$ cat config.mk
export PLATFORM = sky130hd
export DESIGN_NAME = thread_ctx_pull
export DESIGN_NICKNAME = d
export VERILOG_FILES = /design/src/rtl/tcp_pkg.sv /design/src/rtl/tcp_seq.sv /design/src/rtl/tcp_word_stage.sv /design/src/rtl/tcp_lock_decode.sv /design/src/rtl/thread_ctx_pull.sv
export SDC_FILE = /design/constraint.sdc
export NUM_CORES = 1
export LEC_CHECK = 0
export BUFFER_PORTS_ARGS = -buffer_cell sky130_fd_sc_hd__buf_2
export CORE_MARGIN = 4
export CORE_UTILIZATION = 51
export DETAILED_ROUTE_END_ITERATION = 6
export GPL_ROUTABILITY_DRIVEN = 0
export HOLD_SLACK_MARGIN = 0.02
export PLACE_DENSITY = 0.8
export SKIP_CTS_REPAIR_TIMING = 1
export SYNTH_ARGS = -nofsm -noshare
export SYNTH_HDL_FRONTEND = slang
export SYNTH_SLANG_ARGS = --single-unit
$ cat constraint.sdc
create_clock -name clk -period 3 [get_ports clk]
set_input_delay 0.15 -clock clk [delete_from_list [all_inputs] [get_ports clk]]
set_output_delay 0.15 -clock clk [all_outputs]
set_load 0.005 [all_outputs]
$ cat src/rtl/tcp_pkg.sv
package tcp_pkg;

  typedef enum logic [2:0] {
    ST_IDLE,
    ST_FETCH,
    ST_SEND,
    ST_CLEAR,
    ST_DONE
  } tcp_state_e;

  localparam int unsigned NSTEP     = 5;
  localparam int unsigned STEP_W    = $clog2(NSTEP);
  localparam int unsigned WIDX_W    = 4;
  localparam int unsigned ODD_LINE  = 32'h80;

  // Context word index copied at each step, ascending address order
  function automatic logic [WIDX_W-1:0] step_word(input logic [STEP_W-1:0] s);
    case (s)
      3'd0:    step_word = 4'd4;   // OS word 0
      3'd1:    step_word = 4'd6;   // OS word 2
      3'd2:    step_word = 4'd10;  // pool word 2
      3'd3:    step_word = 4'd12;  // physical word 0
      default: step_word = 4'd14;  // physical word 2, first byte only
    endcase
  endfunction

  function automatic logic [3:0] step_be(input logic [STEP_W-1:0] s);
    step_be = (s == STEP_W'(NSTEP - 1)) ? 4'b1000 : 4'b1111;
  endfunction

endpackage

$ cat src/rtl/tcp_seq.sv
module tcp_seq
  import tcp_pkg::*;
(
  input  logic              clk,
  input  logic              rst_n,
  input  logic              trig_valid,
  input  logic              mem_ready,
  output tcp_state_e        state_q,
  output logic [STEP_W-1:0] step_q
);

  localparam logic [STEP_W-1:0] LAST = STEP_W'(NSTEP - 1);

  always_ff @(posedge clk or negedge rst_n) begin
    if (!rst_n) begin
      state_q <= ST_IDLE;
      step_q  <= '0;
    end else begin
      case (state_q)
        ST_IDLE: if (trig_valid) begin
          state_q <= ST_FETCH;
          step_q  <= '0;
        end
        ST_FETCH: state_q <= ST_SEND;
        ST_SEND: if (mem_ready) begin
          if (step_q == LAST) begin
            state_q <= ST_CLEAR;
          end else begin
            step_q  <= step_q + 1'b1;
            state_q <= ST_FETCH;
          end
        end
        ST_CLEAR: state_q <= ST_DONE;
        default:  state_q <= ST_IDLE;
      endcase
    end
  end

endmodule

$ cat src/rtl/tcp_word_stage.sv
module tcp_word_stage
  import tcp_pkg::*;
#(
  parameter int unsigned ADDR_W = 32
) (
  input  logic              clk,
  input  logic              rst_n,
  input  logic              load,
  input  logic [ADDR_W-1:0] base,
  input  logic [STEP_W-1:0] step,
  input  logic [31:0]       rd_data,
  output logic [ADDR_W-1:0] addr_q,
  output logic [31:0]       data_q,
  output logic [3:0]        be_q
);

  logic [ADDR_W-1:0] offs;
  assign offs = ADDR_W'(ODD_LINE) + ADDR_W'({step_word(step), 2'b00});

  always_ff @(posedge clk or negedge rst_n) begin
    if (!rst_n) begin
      addr_q <= '0;
      data_q <= '0;
      be_q   <= '0;
    end else if (load) begin
      addr_q <= base + offs;
      data_q <= rd_data;
      be_q   <= step_be(step);
    end
  end

endmodule

$ cat src/rtl/tcp_lock_decode.sv
module tcp_lock_decode #(
  parameter int unsigned NUM_THREADS = 4,
  parameter int unsigned TID_W       = 2
) (
  input  logic                   active,
  input  logic [TID_W-1:0]       thread,
  output logic [NUM_THREADS-1:0] lock
);

  for (genvar i = 0; i < NUM_THREADS; i++) begin : g_lock
    assign lock[i] = active && (thread == TID_W'(i));
  end

endmodule

$ cat src/rtl/thread_ctx_pull.sv
module thread_ctx_pull
  import tcp_pkg::*;
#(
  parameter int unsigned NUM_THREADS = 4,
  parameter int unsigned ADDR_W      = 32,
  parameter int unsigned TID_W       = (NUM_THREADS > 1) ? $clog2(NUM_THREADS) : 1
) (
  input  logic                   clk,
  input  logic                   rst_n,
  input  logic                   trig_valid,
  output logic                   trig_ready,
  input  logic [TID_W-1:0]       trig_thread,
  input  logic [ADDR_W-1:0]      trig_base,
  output logic [TID_W-1:0]       ctx_rd_thread,
  output logic [WIDX_W-1:0]      ctx_rd_word,
  input  logic [31:0]            ctx_rd_data,
  output logic                   ctx_inv_valid,
  output logic [TID_W-1:0]       ctx_inv_thread,
  output logic [NUM_THREADS-1:0] ctx_lock,
  output logic                   mem_valid,
  input  logic                   mem_ready,
  output logic [ADDR_W-1:0]      mem_addr,
  output logic [31:0]            mem_data,
  output logic [3:0]             mem_be,
  output logic                   busy,
  output logic                   done
);

  tcp_state_e        state;
  logic [STEP_W-1:0] step;
  logic [TID_W-1:0]  thr_q;
  logic [ADDR_W-1:0] base_q;
  logic              fire;

  assign fire = (state == ST_IDLE) && trig_valid;

  always_ff @(posedge clk or negedge rst_n) begin
    if (!rst_n) begin
      thr_q  <= '0;
      base_q <= '0;
    end else if (fire) begin
      thr_q  <= trig_thread;
      base_q <= trig_base;
    end
  end

  tcp_seq u_seq (
    .clk        (clk),
    .rst_n      (rst_n),
    .trig_valid (trig_valid),
    .mem_ready  (mem_ready),
    .state_q    (state),
    .step_q     (step)
  );

  tcp_word_stage #(.ADDR_W(ADDR_W)) u_stage (
    .clk     (clk),
    .rst_n   (rst_n),
    .load    (state == ST_FETCH),
    .base    (base_q),
    .step    (step),
    .rd_data (ctx_rd_data),
    .addr_q  (mem_addr),
    .data_q  (mem_data),
    .be_q    (mem_be)
  );

  tcp_lock_decode #(.NUM_THREADS(NUM_THREADS), .TID_W(TID_W)) u_lock (
    .active (busy),
    .thread (thr_q),
    .lock   (ctx_lock)
  );

  assign trig_ready     = (state == ST_IDLE);
  assign busy           = (state != ST_IDLE);
  assign mem_valid      = (state == ST_SEND);
  assign ctx_inv_valid  = (state == ST_CLEAR);
  assign done           = (state == ST_DONE);
  assign ctx_inv_thread = thr_q;
  assign ctx_rd_thread  = thr_q;
  assign ctx_rd_word    = step_word(step);

endmodule

==> summary.txt <==
GRT
  • Wire length of the first global-routing pass: between 15 and 20 mm
  • Largest net degree at the start of global routing: 90
  • Global route total overflow: 0
  • Number of global-route vias before repair: 3,810
  • Antenna violations before repair: 0
  • Overall Global Routing Usage: between 20% and 30%

Logic synthesis
  • Post-synth EDFFs: 0
  • Most instantiated flip-flop cell in the synthesis netlist: sky130_fd_sc_hd__dfrtp_1
  • Share of flip-flops with an asynchronous set or reset after synthesis: 100.0%
  • Warnings from Yosys: 0
  • Syn Nets: 546
  • Cell count after synthesis: approximately 470
  • Count of different cell masters after synthesis: between 40 and 50
  • Synthesized area per cell: between 10 and 15 sq um
  • Number of flip-flops and latches in the synthesized netlist: 106
  • Area of the mapped netlist: just under 0.005 sq mm
  • Proportion of synthesized chip area in sequential cells: around 55%

Drt
  • Drt total wl: about 13 mm
  • Drt first pass iters: 5
  • Final routed wire length divided by cell count: 15.59 microns
  • Drt initial violations: approximately 220
  • Remaining design rule violation count: 0
  • Via density per instance: between 5 and 6
  • Total number of vias: 4,063
  • DRT antenna net count: 0

Timing
  • Min cycle time layout: between 2 and 3 ns
  • Number of max-slew violations in the final report: 0
  • Hold Vio Cnt, Final: 13
  • Clock skew after layout: 0.01456 ns
  • Hold slack final: -0.01842 ns
  • Worst slew margin relative to its limit: 27.67%
  • Worst Max-Slew Pin Slew: approximately 1.1 ns
  • Tcrit/Tclk final: between 90% and 100%
  • Number of setup violations in the final report: 0
  • Maximum achievable frequency: between 300 and 400 MHz

Worst setup path
  • Worst Setup Path Type: flop to flop
  • Setup slack of the most critical reg-to-reg path: slightly below 0.1 ns
  • Crit path launch type: flop
  • Critical R2R Launch: u_seq.step_q[0]
  • Required time at the worst-slack endpoint: ~3.2 ns
  • Endpoint kind of the worst setup timing path: flop
  • Worst R2R Path Depth: 10
  • Worst reg2reg path endpoint: u_stage.addr_q[24]
  • Crit path arrival time: 3.12 ns
  • Largest fanout of any net on the critical path: 5

Power and ir drop
  • Sum of internal, switching and leakage power: 6707 uW
  • Worst vdd rail ir drop: between 1 and 1.5 mV
  • Ratio of total power to cell area: 1028 mW/mm^2
  • LEAKAGE: around 0.0033 uW

Place
  • Half-perimeter wire length after placement: about 8 mm
  • Port Buffer Count: about 150
  • Placed Area: about 0.0056 sq mm
  • Post-placement cell count: approximately 730

Finish
  • Fraction of final layout cells with drive strength greater than 1: ~33%
  • NumNets Final: approximately 750
  • Number of antenna diodes: 0
  • Fin util: 70.64%
  • Synthesis-to-layout area growth: 34.91%
  • Reg area: around 0.0027 sq mm
  • Fillers: just under 700
  • Multi-input gate area: ~0.002 sq mm
  • Post-layout instance count excluding filler cells: about 810
  • Design area: roughly 0.0065 sq mm

Worst hold path
  • Worst hold-check path type: primary input to asynchronous set/reset pin

Floorplanning
  • Io pins: ~160
  • Std-Cell Rows: 35
  • Core Box Area: between 0.009 and 0.01 sq mm
  • Initial standard-cell utilization of the core: between 50 and 60%
  • Die footprint: ~0.011 sq mm
  • Chip Width: approximately 110 microns
  • Vertical extent of the die: about 110 microns

Clock network
  • Clock buffer count from CTS: 9
  • Clock Sinks: 106
  • TritonCTS clock tree: built
  • Clock-pin slew on the worst setup and hold paths: about 0.11 ns
  • Max Root-Sink Buffers: 2
  • Root buffer cell: sky130_fd_sc_hd__clkbuf_8
  • Clock insertion delay at the later pin of the skew report: around 0.36 ns
  • Max H-tree Level: 3

Outcome
  • Result of the run: finished with violations
  • Violated checks: hold timing

Run
  • Max-cap violations: 0
[metrics by stage]
stage	setup TNS, ns	setup slack [ns]
global placement	0	0.1941
floorplan	0	0.2373
CTS	-0.1236	-0.07372
detailed placement	0	0.01035
finish	0	0.09802
global route	-0.01601	-0.01416
[critical path, stage by stage (launching register included)]
cell and delay (ns):
sky130_fd_sc_hd__dfrtp_1 0.43, sky130_fd_sc_hd__ha_1 0.25, sky130_fd_sc_hd__ha_2 0.21, sky130_fd_sc_hd__or4_4 0.56, sky130_fd_sc_hd__ha_4 0.32, sky130_fd_sc_hd__o21ai_1 0.10, sky130_fd_sc_hd__o21bai_2 0.23, sky130_fd_sc_hd__buf_6 0.15
sky130_fd_sc_hd__nand4_1 0.11, sky130_fd_sc_hd__xor2_1 0.28, sky130_fd_sc_hd__o21ai_0 0.10
[worst max-delay path by stage]
stage                          startpoint            endpoint  cells past startpoint  slack [ns]
after floorplan           u_seq.step_q[0]  u_stage.addr_q[17]                     13        0.24
after global routing      u_seq.step_q[0]  u_stage.addr_q[17]                     13       -0.01
after detailed placement  u_seq.step_q[0]  u_stage.addr_q[19]                     13        0.01
after global placement    u_seq.step_q[0]  u_stage.addr_q[31]                     13        0.19
final                     u_seq.step_q[0]  u_stage.addr_q[24]                     10         0.1
after CTS                 u_seq.step_q[0]  u_stage.addr_q[24]                     10       -0.07
[where the power goes]
part	leakage [uW]	switching, uW	internal, uW
sequential	0.00129	542	2120
combinational	0.00188	1610	1520
clock	0.000103	512	401
total	0.00327	2660	4040
[metal layers]
metal  track usage (%)  share of wire [%]  up-vias
met4             7.404                2.8        0
met2             34.52                 53      134
met5                 0                  0        -
met3             4.654                4.9       32
met1             25.91                 39     1944
li1                  -                  -     1953
[state kept, by name (all words and copies together), names as in the netlist]
name	count
u_seq.step_q	3
u_stage.data_q	32
ctx_inv_thread	2
u_stage.be_q	2
base_q	32
u_stage.addr_q	32
u_seq.state_q	3
[logic make-up (layout without fill, tap and decap cells)]
family | count (synthesis) | after routing | synth area share [%]
flops | 106 | 106 | 54.82
compound gates | 45 | 45 | 5.094
buf+inv | 39 | 250 | 4.784
xor+xnor | 25 | 25 | 4.525
other cells | 1 | 1 | 0.07751
mux | 34 | 34 | 8.663
fa+ha+maj | 9 | 9 | 2.483
simple gates | 208 | 208 | 19.55
[final cells by class]
cell class	count	area share, %
clock inverters	7	1.303
inverters	10	0.5942
repair buffers	224	22.43
well taps	129	2.473
clock buffers	9	1.898
flip-flops and latches	106	40.64
multi-input cells	322	30.67
[cell usage in the layout, fill, tap and decap left out, drive strengths merged, types with 7 or more instances in the layout]
cell / netlist / final
buf: 18 / 162
nand2: 145 / 145
dfrtp: 106 / 106
dlygate4sd3: 0 / 62
o21ai: 35 / 35
mux2: 33 / 33
xor2: 21 / 21
nand4: 16 / 16
inv: 9 / 12
nand3: 9 / 9
clkbuf: 11 / 9
ha: 8 / 8
nor2: 7 / 7
[synthesized netlist by cell type, types with 5 or more instances]
cell type	n	area, sq um
sky130_fd_sc_hd__and3_1	5	31.28
sky130_fd_sc_hd__buf_2	6	30.03
sky130_fd_sc_hd__buf_4	7	52.55
sky130_fd_sc_hd__clkbuf_1	11	41.29
sky130_fd_sc_hd__dfrtp_1	106	2653
sky130_fd_sc_hd__ha_1	8	100.1
sky130_fd_sc_hd__inv_1	9	33.78
sky130_fd_sc_hd__mux2_2	19	214.0
sky130_fd_sc_hd__mux2_4	10	150.1
sky130_fd_sc_hd__nand2_1	145	544.3
sky130_fd_sc_hd__nand3_1	9	45.04
sky130_fd_sc_hd__nand4_1	16	100.1
sky130_fd_sc_hd__nor2_1	7	26.28
sky130_fd_sc_hd__o21ai_0	27	135.1
sky130_fd_sc_hd__o21ai_1	8	40.04
sky130_fd_sc_hd__xor2_1	21	183.9
No activity file was read; power rests on OpenSTA's default activity.
